[src/rtl/dce_pkg.sv]
package dce_pkg;

  // Outcome for one enable bit in one cycle
  typedef enum logic [1:0] {
    EN_HOLD   = 2'd0,
    EN_SET    = 2'd1,
    EN_CLR_SW = 2'd2,
    EN_CLR_HW = 2'd3
  } en_action_e;

  // Per-bit arbitration: an explicit software 0 always wins, a true 0->1
  // request sets, a redundant 1 is ignored so a completion clear survives.
  function automatic en_action_e resolve_enable(input logic cur,
                                                input logic wr,
                                                input logic wbit,
                                                input logic hw_clr);
    en_action_e act;
    if (wr && !wbit)             act = EN_CLR_SW;
    else if (wr && wbit && !cur) act = EN_SET;
    else if (hw_clr)             act = EN_CLR_HW;
    else                         act = EN_HOLD;
    return act;
  endfunction

  function automatic logic apply_action(input en_action_e act, input logic cur);
    logic nxt;
    case (act)
      EN_SET:  nxt = 1'b1;
      EN_HOLD: nxt = cur;
      default: nxt = 1'b0;
    endcase
    return nxt;
  endfunction

endpackage

[src/rtl/dce_enable_bit.sv]
module dce_enable_bit
  import dce_pkg::*;
(
  input  logic clk,
  input  logic rst_n,
  input  logic wr,
  input  logic wbit,
  input  logic hw_clr,
  output logic en_q,
  output logic load,
  output logic collide
);

  en_action_e act;

  always_comb begin
    act     = resolve_enable(en_q, wr, wbit, hw_clr);
    load    = (act == EN_SET);
    collide = wr && wbit && en_q && hw_clr;
  end

  always_ff @(posedge clk or negedge rst_n) begin
    if (!rst_n) en_q <= 1'b0;
    else        en_q <= apply_action(act, en_q);
  end

endmodule

[src/rtl/dce_chan_counter.sv]
module dce_chan_counter #(
  parameter int ELEM_W  = 8,
  parameter int FRAME_W = 8
) (
  input  logic               clk,
  input  logic               rst_n,
  input  logic               en,
  input  logic               req,
  input  logic               load,
  input  logic               auto_mode,
  input  logic [ELEM_W-1:0]  cfg_elem,
  input  logic [FRAME_W-1:0] cfg_frame,
  output logic [ELEM_W-1:0]  elem_cnt,
  output logic [FRAME_W-1:0] frame_cnt,
  output logic               go,
  output logic               done,
  output logic               hw_clr
);

  localparam logic [ELEM_W-1:0]  ELEM_ZERO  = '0;
  localparam logic [FRAME_W-1:0] FRAME_ZERO = '0;

  function automatic logic last_element(input logic [ELEM_W-1:0] e,
                                        input logic [FRAME_W-1:0] f);
    return (e == ELEM_ZERO) && (f == FRAME_ZERO);
  endfunction

  always_comb begin
    go     = en && req;
    done   = go && last_element(elem_cnt, frame_cnt);
    hw_clr = done && !auto_mode;
  end

  always_ff @(posedge clk or negedge rst_n) begin
    if (!rst_n) begin
      elem_cnt  <= '0;
      frame_cnt <= '0;
    end else if (load || (done && auto_mode)) begin
      elem_cnt  <= cfg_elem;
      frame_cnt <= cfg_frame;
    end else if (go && !done) begin
      if (elem_cnt != ELEM_ZERO) begin
        elem_cnt <= elem_cnt - 1'b1;
      end else begin
        elem_cnt  <= cfg_elem;
        frame_cnt <= frame_cnt - 1'b1;
      end
    end
  end

endmodule

[src/rtl/dma_chan_enable_reg.sv]
module dma_chan_enable_reg #(
  parameter int NUM_CH  = 6,
  parameter int REG_W   = 16,
  parameter int ELEM_W  = 8,
  parameter int FRAME_W = 8
) (
  input  logic                      clk,
  input  logic                      rst_n,
  input  logic                      cpu_wr,
  input  logic [REG_W-1:0]          cpu_wdata,
  output logic [REG_W-1:0]          reg_rdata,
  input  logic [NUM_CH*ELEM_W-1:0]  cfg_elem,
  input  logic [NUM_CH*FRAME_W-1:0] cfg_frame,
  input  logic [NUM_CH-1:0]         cfg_auto,
  input  logic [NUM_CH-1:0]         xfer_req,
  output logic [NUM_CH-1:0]         xfer_go,
  output logic [NUM_CH-1:0]         blk_done,
  output logic [NUM_CH*ELEM_W-1:0]  elem_cnt_o,
  output logic [NUM_CH*FRAME_W-1:0] frame_cnt_o
);

  localparam int UP_W = REG_W - NUM_CH;

  logic [NUM_CH-1:0] en_vec;
  logic [NUM_CH-1:0] hw_clr_vec;
  logic [NUM_CH-1:0] load_vec;
  logic [NUM_CH-1:0] collide_vec;
  logic [UP_W-1:0]   upper_q;

  always_ff @(posedge clk or negedge rst_n) begin
    if (!rst_n)      upper_q <= '0;
    else if (cpu_wr) upper_q <= cpu_wdata[REG_W-1:NUM_CH];
  end

  for (genvar n = 0; n < NUM_CH; n++) begin : g_ch
    dce_enable_bit u_bit (
      .clk     (clk),
      .rst_n   (rst_n),
      .wr      (cpu_wr),
      .wbit    (cpu_wdata[n]),
      .hw_clr  (hw_clr_vec[n]),
      .en_q    (en_vec[n]),
      .load    (load_vec[n]),
      .collide (collide_vec[n])
    );

    dce_chan_counter #(.ELEM_W(ELEM_W), .FRAME_W(FRAME_W)) u_cnt (
      .clk       (clk),
      .rst_n     (rst_n),
      .en        (en_vec[n]),
      .req       (xfer_req[n]),
      .load      (load_vec[n]),
      .auto_mode (cfg_auto[n]),
      .cfg_elem  (cfg_elem[n*ELEM_W +: ELEM_W]),
      .cfg_frame (cfg_frame[n*FRAME_W +: FRAME_W]),
      .elem_cnt  (elem_cnt_o[n*ELEM_W +: ELEM_W]),
      .frame_cnt (frame_cnt_o[n*FRAME_W +: FRAME_W]),
      .go        (xfer_go[n]),
      .done      (blk_done[n]),
      .hw_clr    (hw_clr_vec[n])
    );
  end

  assign reg_rdata = {upper_q, en_vec};

endmodule

[config.mk]
export PLATFORM = sky130hd
export DESIGN_NAME = dma_chan_enable_reg
export DESIGN_NICKNAME = d
export VERILOG_FILES = /design/src/rtl/dce_pkg.sv /design/src/rtl/dce_enable_bit.sv /design/src/rtl/dce_chan_counter.sv /design/src/rtl/dma_chan_enable_reg.sv
export SDC_FILE = /design/constraint.sdc
export NUM_CORES = 1
export LEC_CHECK = 0
export ABC_AREA = 1
export BUFFER_PORTS_ARGS = -buffer_cell sky130_fd_sc_hd__buf_2
export CORE_AREA = 2 2 199 201
export CTS_CLUSTER_SIZE = 30
export DETAILED_ROUTE_END_ITERATION = 8
export DIE_AREA = 0 0 201 203
export MAX_ROUTING_LAYER = met4
export SLEW_MARGIN = 20
export SYNTH_ARGS = -nofsm -noshare
export SYNTH_HDL_FRONTEND = slang
export SYNTH_SLANG_ARGS = --single-unit
[constraint.sdc]
create_clock -name clk -period 2.4 [get_ports clk]
set_input_delay 0.24 -clock clk [delete_from_list [all_inputs] [get_ports clk]]
set_output_delay 0.24 -clock clk [all_outputs]
set_load 0.02 [all_outputs]
# Word-level counts from Yosys, hierarchy flattened
# Index checks and enable logic that the tools add are counted.
[op_classes]
n_mux = 60
shift = 0
reduce_logical = 120
n_mul = 0
n_div = 0
eq_ne = 12
order_cmp = 0
n_bitwise = 0
add_sub_neg = 12
[op_table]
columns = ["operator", "n"]
rows = [
  ["$mux W8", 36],
  ["$logic_not A8 Y1", 12],
  ["$sub A8 B1 Y8 const B", 12],
  ["$logic_and A1 B1 Y1", 54],
  ["$reduce_bool A8 Y1", 6],
  ["$mux W2", 18],
  ["$logic_not A1 Y1", 24],
  ["$eq A2 B1 Y1 const B", 6],
  ["$logic_not A2 Y1", 6],
  ["$ne A2 B1 Y1 const B", 6],
  ["$pmux W1 S2", 6],
  ["$reduce_and A2 Y1", 6],
  ["$reduce_bool A2 Y1", 6],
  ["$logic_or A1 B1 Y1", 6],
]
[word_totals]
n_memories = 0
mem_bits_rw = 0
input_bits = 127
rom_bits = 0
ff_bits = 112
out_inout_bits = 124
latchBits = 0

# Depth between registers and ports, before layout
# Gate-level depths: netlist of the first run.
[depth]
ltp_word = 11
ltp_mapped = 11
mapped_depth_nobuf = 11

# By module
# A second synthesis of the first run with hierarchy kept.
[unflattened]
cells_unflattened = 1417
area_unflattened_um2 = 8947.3
[modules_own_cells]
columns = ["module", "seq_area_each_um2", "cells_each", "n_inst", "area_per_inst_um2"]
rows = [
  ["dce_chan_counter (g_ch[0].u_cnt ...)", 400.4, 221, 5, 1366.3],
  ["dce_chan_counter (g_ch[5].u_cnt)", 400.4, 216, 1, 1362.6],
  ["dma_chan_enable_reg", 250.2, 42, 1, 377.9],
  ["dce_enable_bit", 25.0, 9, 6, 62.6],
]

# Least setup slack after synthesis of the first run
# OpenSTA, ideal clock, no wires.
[synth_timing]
path_type = "register -> register"
start = "register g_ch[2].u_cnt.elem_cnt[0]"
end = "register g_ch[2].u_cnt.elem_cnt[4]"
required_time_ns = 2.283
synth_period_minus_slack_ns = 1.868
slack_ns = 0.532
path_stages_with_launch = 11
arrival_ns = 1.750
cell_sequence = "dfrtp_1 -> inv_1 -> ha_1 -> nand2_1 -> nor2_4 -> nand4_4 -> clkbuf_1 -> nand3_1 -> nand2_1 -> nand2_1 -> nand2_1"
[synth_via]
elab_chain_cells = 10
elab_cells_between_ends = 18
cone_classes = "add/sub (1); eq/ne (1); mux (6); reduce/logical (10)"
[synth_rtl]
columns = ["element", "line_no", "text"]
rows = [
  ["start: declaration", "dce_chan_counter.sv:13", "output logic [ELEM_W-1:0] elem_cnt,"],
  ["start signal: assignment", "dce_chan_counter.sv:39", "elem_cnt <= cfg_elem;"],
  ["start signal: assignment", "dce_chan_counter.sv:43", "elem_cnt <= elem_cnt - 1'b1;"],
  ["start signal: assignment", "dce_chan_counter.sv:45", "elem_cnt <= cfg_elem;"],
  ["$logic_not A8 Y1", "dce_chan_counter.sv:25", "return (e == ELEM_ZERO) && (f == FRAME_ZERO);"],
  ["$logic_and A1 B1 Y1", "dce_chan_counter.sv:25", ""],
  ["$logic_and A1 B1 Y1", "dce_chan_counter.sv:30", "done = go && last_element(elem_cnt, frame_cnt);"],
  ["$logic_and A1 B1 Y1", "dce_chan_counter.sv:31", "hw_clr = done && !auto_mode;"],
  ["$mux W2", "dce_pkg.sv:20", "else if (hw_clr) act = EN_CLR_HW;"],
  ["$mux W2", "dce_pkg.sv:19", "else if (wr && wbit && !cur) act = EN_SET;"],
  ["$mux W2", "dce_pkg.sv:18", "if (wr && !wbit) act = EN_CLR_SW;"],
  ["$eq A2 B1 Y1", "dce_enable_bit.sv:18", "load = (act == EN_SET);"],
  ["$logic_or A1 B1 Y1", "dce_chan_counter.sv:38", "end else if (load || (done && auto_mode)) begin"],
  ["$mux W8 or $reduce_bool A2 Y1 (tied branches)", "n/a", ""],
]
# Parallel ways exist; a longest one is shown, timed or not. The select of a mux whose other input is x is not followed.
# A chain may end at the register's enable or synchronous reset.

# Final worst setup path of the first run
[layout_timing]
start = "register g_ch[4].u_cnt.frame_cnt[0]"
end = "output blk_done[4]"
[layout_via]
elab_chain_cells = 3
[layout_rtl]
columns = ["element", "line_no", "text"]
rows = [
  ["start: declaration", "dce_chan_counter.sv:14", "output logic [FRAME_W-1:0] frame_cnt,"],
  ["start signal: assignment", "dce_chan_counter.sv:40", "frame_cnt <= cfg_frame;"],
  ["start signal: assignment", "dce_chan_counter.sv:46", "frame_cnt <= frame_cnt - 1'b1;"],
  ["$logic_not A8 Y1", "dce_chan_counter.sv:25", ""],
  ["$logic_and A1 B1 Y1", "dce_chan_counter.sv:25", ""],
  ["$logic_and A1 B1 Y1", "dce_chan_counter.sv:30", ""],
  ["end: declaration", "dma_chan_enable_reg.sv:17", "output logic [NUM_CH-1:0] blk_done,"],
]
# No other way between the ends.

==> out/summary.log, run 1 <==
INFO  hold_path      worst_hold_path.num_cells=3
INFO  place          numPlacedInstances=2116
INFO  power          peakVddDrop=0.462mV
INFO  sta            clock-skew-final=0.0131ns
INFO  critical_path  timing_worst_setup_path_type=flop to output pin
INFO  grt            grt_pass1_vias=8688
INFO  logic_synthesis mean_post_synth_cell_area=6.43um^2
INFO  critical_path  worst_setup_path_start_kind=flop
INFO  critical_path  critPathMaxStageDelay=0.40ns
INFO  floorplanning  placementRows=72
INFO  grt            grt_antenna_before_repair=4
INFO  cells_and_area layout_common_cells=nand2_1, buf_2, nand3_1, dfrtp_1, nor2_1
INFO  critical_path  setup.worst_path.end_class=output pin
INFO  sta            hold_viol_final=0
INFO  sta            achievable-frequency=438MHz
INFO  clocking       clock_tree.htree_level_count=3
INFO  critical_path  timing.reg2reg.setup_slack=0.19ns
INFO  power          p_int=6540uW
INFO  cells_and_area final_util=0.286
INFO  sta            worst_pin_slew=0.670ns
INFO  critical_path  cp.buffers_inverters=2
INFO  critical_path  timing.critical_path.from=g_ch[4].u_cnt.frame_cnt[0]
INFO  cells_and_area final_cell_count_without_fillers=2144
INFO  route          route.detailed.drc=0
INFO  sta            fin_crit=2.29ns
INFO  hold_path      min-delay-start=cpu_wdata[7]
INFO  clocking       clock_input_transition_at_the_sequential_cells_of_the_worst_setup_and_hold_paths=0.09ns
INFO  logic_synthesis synth_enable_flop_cells=0
INFO  critical_path  crit_chain=inv_1, ha_1, nand2_1, nor2_1, nand2_2, nor2_1, buf_2
INFO  logic_synthesis synthCells=1369
INFO  critical_path  ff2ff_path_depth=11
INFO  route          vias=9525
INFO  clocking       cts_root_buffer_type=clkbuf_16
INFO  critical_path  reg2reg_to=g_ch[1].u_cnt.frame_cnt[7]
INFO  route          initialDrtViolationCount=594
INFO  place          globalplace.congestion=0.861
INFO  run_status     outcome=completed
INFO  floorplanning  io_pins=251
INFO  sta            min_period_over_period=0.952
INFO  critical_path  timing.critical_path.required=2.16ns
INFO  sta            final-max-slew-violation-count=0
INFO  power          power_switching_share=0.511
INFO  sta            totalNegativeSetupSlack=0ns
INFO  clocking       insertion_delay=0.39ns
INFO  power          combinational_fraction_of_design_power=0.584
INFO  floorplanning  die_height=203um
INFO  route          wl_cell=14.0um
INFO  route          routed_wl=30.0mm
INFO  cells_and_area fillers=4267
INFO  floorplanning  dieWidth=201um
INFO  power          pwr-share-clk=0.127
INFO  place          dpl.hpwl=22.9mm
INFO  logic_synthesis number_of_storage_elements_in_the_synthesis_netlist=112
INFO  sta            finalSetupViolCount=0
INFO  place          io_buffer_count=250
INFO  critical_path  cp_max_fo=4
INFO  hold_path      hold_path.class=input pin to flop
INFO  floorplanning  core=38500um^2
INFO  power          p_per_area=1220nW/um^2
INFO  logic_synthesis dominantRegCellSynth=dfrtp_1
INFO  critical_path  worst_path_max_delay_cell=dfrtp_1
INFO  grt            global_route.usage.total=0.149
INFO  logic_synthesis seq_area_frac_synth=0.318
INFO  grt            grt.overflow.total=0
INFO  grt            maximum_number_of_pins_on_one_net_before_global_route_repair=107
INFO  critical_path  worstReg2RegStart=g_ch[1].u_cnt.elem_cnt[0]
INFO  power          netSwitchingPower=6840uW
INFO  logic_synthesis synth.lib_cells_used.distinct=34
INFO  cells_and_area proportion_of_layout_cells_with_a_drive_suffix_above_1=0.229
INFO  clocking       tritoncts=done
INFO  power          pwr-share-seq=0.289
INFO  power          design_power_total=13400uW
INFO  critical_path  crit_family=simple AND/OR/NAND/NOR gates
INFO  job            drv_cap=0
INFO  power          power.leakage=0.00605uW
INFO  cells_and_area post_route_standard_cell_area_excluding_fillers=11000um^2
INFO  cells_and_area design.final.nets=1762
INFO  logic_synthesis warnings_synthesis=0
INFO  floorplanning  die_area=40800um^2
INFO  critical_path  cp.arrival=2.05ns
INFO  clocking       ctsLongestPathBuffers=2
INFO  floorplanning  initial_utilization=0.229
INFO  route          vias_per_cell=4.44
INFO  logic_synthesis synth_nets=1514
INFO  cells_and_area area.growth.synth_to_final=25.1%
INFO  logic_synthesis post_synth_instance_area=8800um^2
INFO  place          placedInstanceArea=10600um^2
INFO  clocking       cts_buffers=9
INFO  logic_synthesis synth-async-reset-ratio=1.00
INFO  sta            worst_max_slew_margin_expressed_relative_to_the_limit=0.553
INFO  clocking       clock-sinks=112
INFO  route          drtPass1Iterations=5
INFO  grt            grt_first_pass_wirelength=47.0mm
INFO  cells_and_area most_common_cell_after_layout_fill_and_taps_aside=nand2_1
INFO  hold_path      holdPathEnd=upper_q[1]
INFO  critical_path  path_common_cell=nor2_1
INFO  route          ant_nets=0
==> layout make-up <==
class	count	area, um^2	share of cell area
clock buffers	10	239	0.0217
clock inverters	6	73.8	0.00670
repair buffers	287	1550	0.140
inverters	83	312	0.0283
flip-flops and latches	112	2800	0.255
multi-input cells	1124	5380	0.489
well taps	518	648	0.0589
diodes	4	10.0	0.000909
==> cell families (layout without fill, tap and decap cells) <==
logic type | Yosys count | in the layout | share of synthesized area
and+or+nand+nor | 1028 | 1028 | 0.519
xor gates and xnor gates | 36 | 36 | 0.0358
DFF | 112 | 112 | 0.318
AOI/OAI and AO/OA | 42 | 42 | 0.0304
other | 0 | 4 | 0
adders and majority gates | 18 | 18 | 0.0256
buffers and inverters | 133 | 386 | 0.0709
==> metal layers <==
metal / GRT usage / share of wire / vias to the layer above / wire length [um]
met5: - / 0 / - / 0
met4: 0.0590 / 0.024 / 0 / 708
met3: 0.0268 / 0.054 / 26 / 1610
met2: 0.228 / 0.46 / 288 / 13800
met1: 0.195 / 0.46 / 4363 / 14000
li1: - / - / 4848 / -
==> sequential cells by signal, summed over array words and instances, names as in the netlist <==
register	cells
g_ch.u_cnt.elem_cnt	48
g_ch.u_bit.en_q	6
upper_q	10
g_ch.u_cnt.frame_cnt	48
==> worst reg2reg max path: stages (launching register included) <==
cell and delay [ns]:
dfrtp_1 0.41, inv_1 0.16, ha_2 0.28, nand2_2 0.10
nor2_4 0.14, buf_4 0.19, nand2_1 0.08, nand2_2 0.24
nand3_4 0.18, nand2_2 0.22, nand2_1 0.09, nand2_1 0.07
==> power by group through the flow <==
stage               Combinational (uW)  Clock [uW]  Sequential [uW]
CTS                               7800        1790             3870
global placement                  7700           0             3880
global route                      8820        1860             4020
detailed placement                7770           0             3890
floorplan                         4690           0             4590
finish                            7810        1700             3870
==> how the worst max path moves through the flow <==
stage | end | slack (ns) | cells after the start
after floorplan | g_ch[2].u_cnt.elem_cnt[4] | 0.53 | 10
after global placement | g_ch[1].u_cnt.frame_cnt[0] | 0.23 | 11
after detailed placement | g_ch[1].u_cnt.frame_cnt[7] | 0.16 | 11
after CTS | blk_done[2] | 0.03 | 7
after global routing | blk_done[2] | -0.002 | 7
final | blk_done[4] | 0.11 | 7
==> cell usage after synthesis (all sizes together) (7+ instances only) <==
master / number / area share
clkbuf: 7 / 0.0030
nand3b: 14 / 0.012
xnor2: 18 / 0.018
nand3: 191 / 0.11
inv: 83 / 0.035
xor2: 18 / 0.018
nand4: 26 / 0.029
ha: 18 / 0.026
nand2: 686 / 0.31
nor2: 101 / 0.052
dfrtp: 112 / 0.32
buf: 43 / 0.033
o21ai: 28 / 0.019
==> stage by stage <==
step	setup slack, ns	hold WS [ns]
floorplan	0.532	-0.0556
global placement	0.232	0.0694
detailed placement	0.162	0.0696
CTS	0.0312	0.0233
global route	-0.00232	0.0409
finish	0.114	0.0532
==> what timing repair did <==
item / 4_1_cts / 5_1_grt
hold endpoints to repair: 6 / 0
setup buffers: 0 / 7
hold buffers: 1 / 0
endpoints found under the setup margin: 0 / 12
gates resized for setup: 0 / 1
Power figures use the tool's default switching activity.
==> inputs of run 2 (changes only) <==
ABC_AREA = not set   (was 1)
CORE_AREA = 2 2 183 185   (was 2 2 199 201)
DIE_AREA = 0 0 185 187   (was 0 0 201 203)
==> out/summary.log, run 2 <==
INFO  critical_path  reg2reg_to=g_ch[1].u_cnt.elem_cnt[1]
INFO  logic_synthesis number_of_storage_elements_in_the_synthesis_netlist=112
INFO  critical_path  setup.worst_path.end_class=output pin
INFO  route          ant_nets=0
INFO  place          numPlacedInstances=1573
INFO  route          initialDrtViolationCount=464
INFO  critical_path  timing.critical_path.from=g_ch[0].u_cnt.frame_cnt[5]
INFO  cells_and_area area.growth.synth_to_final=36.5%
INFO  power          netSwitchingPower=3740uW
INFO  route          vias_per_cell=4.97
INFO  clocking       insertion_delay=0.38ns
INFO  logic_synthesis synth.lib_cells_used.distinct=80
INFO  critical_path  worst_path_max_delay_cell=or4_4
INFO  route          wl_cell=15.7um
INFO  logic_synthesis warnings_synthesis=0
INFO  logic_synthesis mean_post_synth_cell_area=8.74um^2
INFO  power          pwr-share-seq=0.351
INFO  power          power_switching_share=0.430
INFO  route          vias=7946
INFO  sta            final_critical_path_setup_slack=0.0806ns
INFO  logic_synthesis synth_top_cell_by_area=dfrtp_1
INFO  sta            clock-skew-final=0.0170ns
INFO  clocking       clock_input_transition_at_the_sequential_cells_of_the_worst_setup_and_hold_paths=0.09ns
INFO  cells_and_area most_common_cell_after_layout_fill_and_taps_aside=buf_2
INFO  logic_synthesis yosys.area.top_type_share=0.378
INFO  job            drv_cap=0
INFO  cells_and_area reg_top3=g_ch.u_cnt.elem_cnt (48), g_ch.u_cnt.frame_cnt (48), upper_q (10)
INFO  route          wl_met2=12.1mm
INFO  route          routed_wl=25.1mm
INFO  floorplanning  io_pins=251
INFO  critical_path  crit_family=simple AND/OR/NAND/NOR gates
INFO  sta            worst_max_slew_margin_expressed_relative_to_the_limit=0.425
INFO  sta            hold_viol_final=0
INFO  run_status     outcome=completed
INFO  logic_synthesis dominantRegCellSynth=dfrtp_1
INFO  place          dpl.hpwl=19.6mm
INFO  grt            grt_antenna_before_repair=2
INFO  hold_path      hold_path.class=input pin to flop
INFO  critical_path  worst_setup_path_endpoint=blk_done[0]
INFO  critical_path  ff2ff_path_depth=7
INFO  logic_synthesis yosys-top-cells-count=dfrtp_1, nand2_1, nor2_1, a21oi_1, o21ai_0
INFO  power          power.leakage=0.00447uW
INFO  place          io_buffer_count=250
INFO  clocking       cts_buffers=9
INFO  critical_path  cp_max_fo=5
INFO  logic_synthesis synth_nets=993
INFO  floorplanning  placementRows=67
INFO  floorplanning  die_height=187um
INFO  sta            finalSetupViolCount=0
INFO  grt            global_route.usage.total=0.146
INFO  logic_synthesis synthCells=848
INFO  critical_path  critical_path_depth=4
INFO  cells_and_area final_cell_count_without_fillers=1598
INFO  sta            worst_pin_slew=0.863ns
INFO  logic_synthesis synth.area.top_cells=dfrtp_1, a21oi_1, o21ai_0
INFO  grt            grt_pass1_vias=7556
INFO  cells_and_area layout_common_cells=buf_2, dfrtp_1, buf_4, nand2_1, nor2_1
INFO  critical_path  worstReg2RegStart=g_ch[1].u_cnt.frame_cnt[0]
INFO  clocking       clock_tree.htree_level_count=3
INFO  critical_path  timing.reg2reg.setup_slack=0.10ns
INFO  cells_and_area design.final.nets=1289
INFO  logic_synthesis seq_area_frac_synth=0.378
INFO  route          routed_metal_1_wirelength=11.4mm
INFO  grt            maximum_number_of_pins_on_one_net_before_global_route_repair=64
INFO  route          top_layer_in_use=met4
INFO  floorplanning  initial_utilization=0.226
INFO  place          worst_slack_at_placement=-0.102ns
INFO  power          peakVddDrop=0.372mV
INFO  route          route.detailed.drc=0
INFO  critical_path  cp.arrival=2.08ns
INFO  logic_synthesis synth-async-reset-ratio=1.00
INFO  critical_path  cp.buffers_inverters=1
INFO  clocking       clock-sinks=112
INFO  power          design_power_total=8710uW
INFO  route          drtPass1Iterations=5
INFO  clocking       tritoncts=done
INFO  floorplanning  core=32900um^2
INFO  cells_and_area fillers=3520
INFO  critical_path  worst_setup_path_start_kind=flop
INFO  critical_path  crit_chain=or4_4, or3_4, nor2_1, buf_4
INFO  route          met3_wirelength=1.19mm
INFO  sta            final.hold.worst_slack=0.0576ns
INFO  sta            fin_crit=2.32ns
INFO  critical_path  critPathMaxStageDelay=0.58ns
INFO  power          p_per_area=861nW/um^2
INFO  grt            grt_first_pass_wirelength=39.4mm
INFO  floorplanning  die_area=34600um^2
INFO  cells_and_area layout.area.seq=2800um^2
INFO  cells_and_area final_util=0.308
INFO  sta            achievable-frequency=431MHz
INFO  cells_and_area multi_input_area=4380um^2
INFO  clocking       cts_root_buffer_type=clkbuf_16
INFO  critical_path  timing.critical_path.required=2.16ns
INFO  floorplanning  dieWidth=185um
INFO  power          pwr-share-clk=0.200
INFO  power          p_int=4970uW
INFO  logic_synthesis synth_enable_flop_cells=0
INFO  logic_synthesis synth_most_common_cell=dfrtp_1
INFO  sta            final-max-slew-violation-count=0
INFO  cells_and_area proportion_of_layout_cells_with_a_drive_suffix_above_1=0.364
INFO  critical_path  timing_worst_setup_path_type=flop to output pin
INFO  power          combinational_fraction_of_design_power=0.448
INFO  clocking       ctsLongestPathBuffers=2
INFO  grt            grt.overflow.total=0
INFO  place          globalplace.congestion=0.876
INFO  sta            min_period_over_period=0.966
INFO  logic_synthesis post_synth_instance_area=7410um^2
[run 2: changes by cell type in the layout (fill, tap and decap cells not counted), sizes merged, moves of 18 or more]
cell / previous run / this run
a21oi: 3 / 55
o211ai: 0 / 19
nand2: 686 / 71
nand4: 26 / 7
o21ai: 28 / 62
a31oi: 0 / 18
nor2: 101 / 71
nor3: 6 / 39
buf: 286 / 329
nand3: 191 / 31
nor4: 1 / 21
inv: 86 / 43
[run 2: power groups by stage]
stage	Clock (uW)	Combinational [uW]	Sequential, uW
after floorplan	0	1710	3630
after global placement	0	3760	3050
after detailed placement	0	3780	3060
after CTS	1830	3840	3040
after global routing	1900	4270	3160
final	1750	3910	3060
[run 2: stage by stage]
stage / instance area, um^2 / TNS, ns
global placement: 9550 / 0
global route: 10100 / -0.000933
finish: 10100 / 0
floorplan: 7420 / 0
detailed placement: 9550 / -0.319
CTS: 9970 / 0
[run 2: cells by family after synthesis]
logic type      Yosys count  share of synthesized area
simple gates            336                      0.248
compound gates          259                      0.238
flops                   112                      0.378
buf+inv                  87                     0.0552
mux                      30                     0.0434
fa+ha+maj                18                     0.0304
xor+xnor                  6                    0.00709
[run 2: worst min path at each step]
stage                        from                    endpoint  slack (ns)  cells past startpoint
global route        cfg_frame[30]  g_ch[3].u_cnt.frame_cnt[6]        0.05                      3
finish              cfg_frame[39]  g_ch[4].u_cnt.frame_cnt[7]        0.06                      3
detailed placement          rst_n  g_ch[0].u_cnt.frame_cnt[0]        0.16                      1
global placement            rst_n  g_ch[0].u_cnt.frame_cnt[0]        0.15                      1
floorplan                   rst_n          g_ch[0].u_bit.en_q       -0.06                      0
CTS                 cfg_frame[39]  g_ch[4].u_cnt.frame_cnt[7]        0.03                      3
[run 2: layout make-up]
| type | count | share of cell area |
|---|---|---|
| Inverter | 42 | 0.0156 |
| Sequential cell | 112 | 0.277 |
| Multi-Input combinational cell | 649 | 0.433 |
| Clock buffer | 11 | 0.0250 |
| Antenna cell | 2 | 0.000495 |
| Tap cell | 448 | 0.0554 |
| Clock inverter | 4 | 0.00754 |
| Timing Repair Buffer | 330 | 0.186 |
[run 2: routing by layer]
layer | vias to the layer above | track usage
met1 | 3864 | 0.185
li1 | 3807 | -
met5 | - | -
met2 | 242 | 0.233
met3 | 33 | 0.0253
met4 | 0 | 0.0559
[run 2: worst min-delay path, stage by stage]
cell and delay (ns):
buf_2 0.08, nand2_1 0.03, o21ai_0 0.05
[run 2: timing repair]
item,4_1_cts,5_1_grt
pin swaps,1,6
setup endpoints to repair,12,22
hold endpoints to repair,18,0
gates resized for setup,15,18
buffers inserted,2,7
hold buffers,1,0
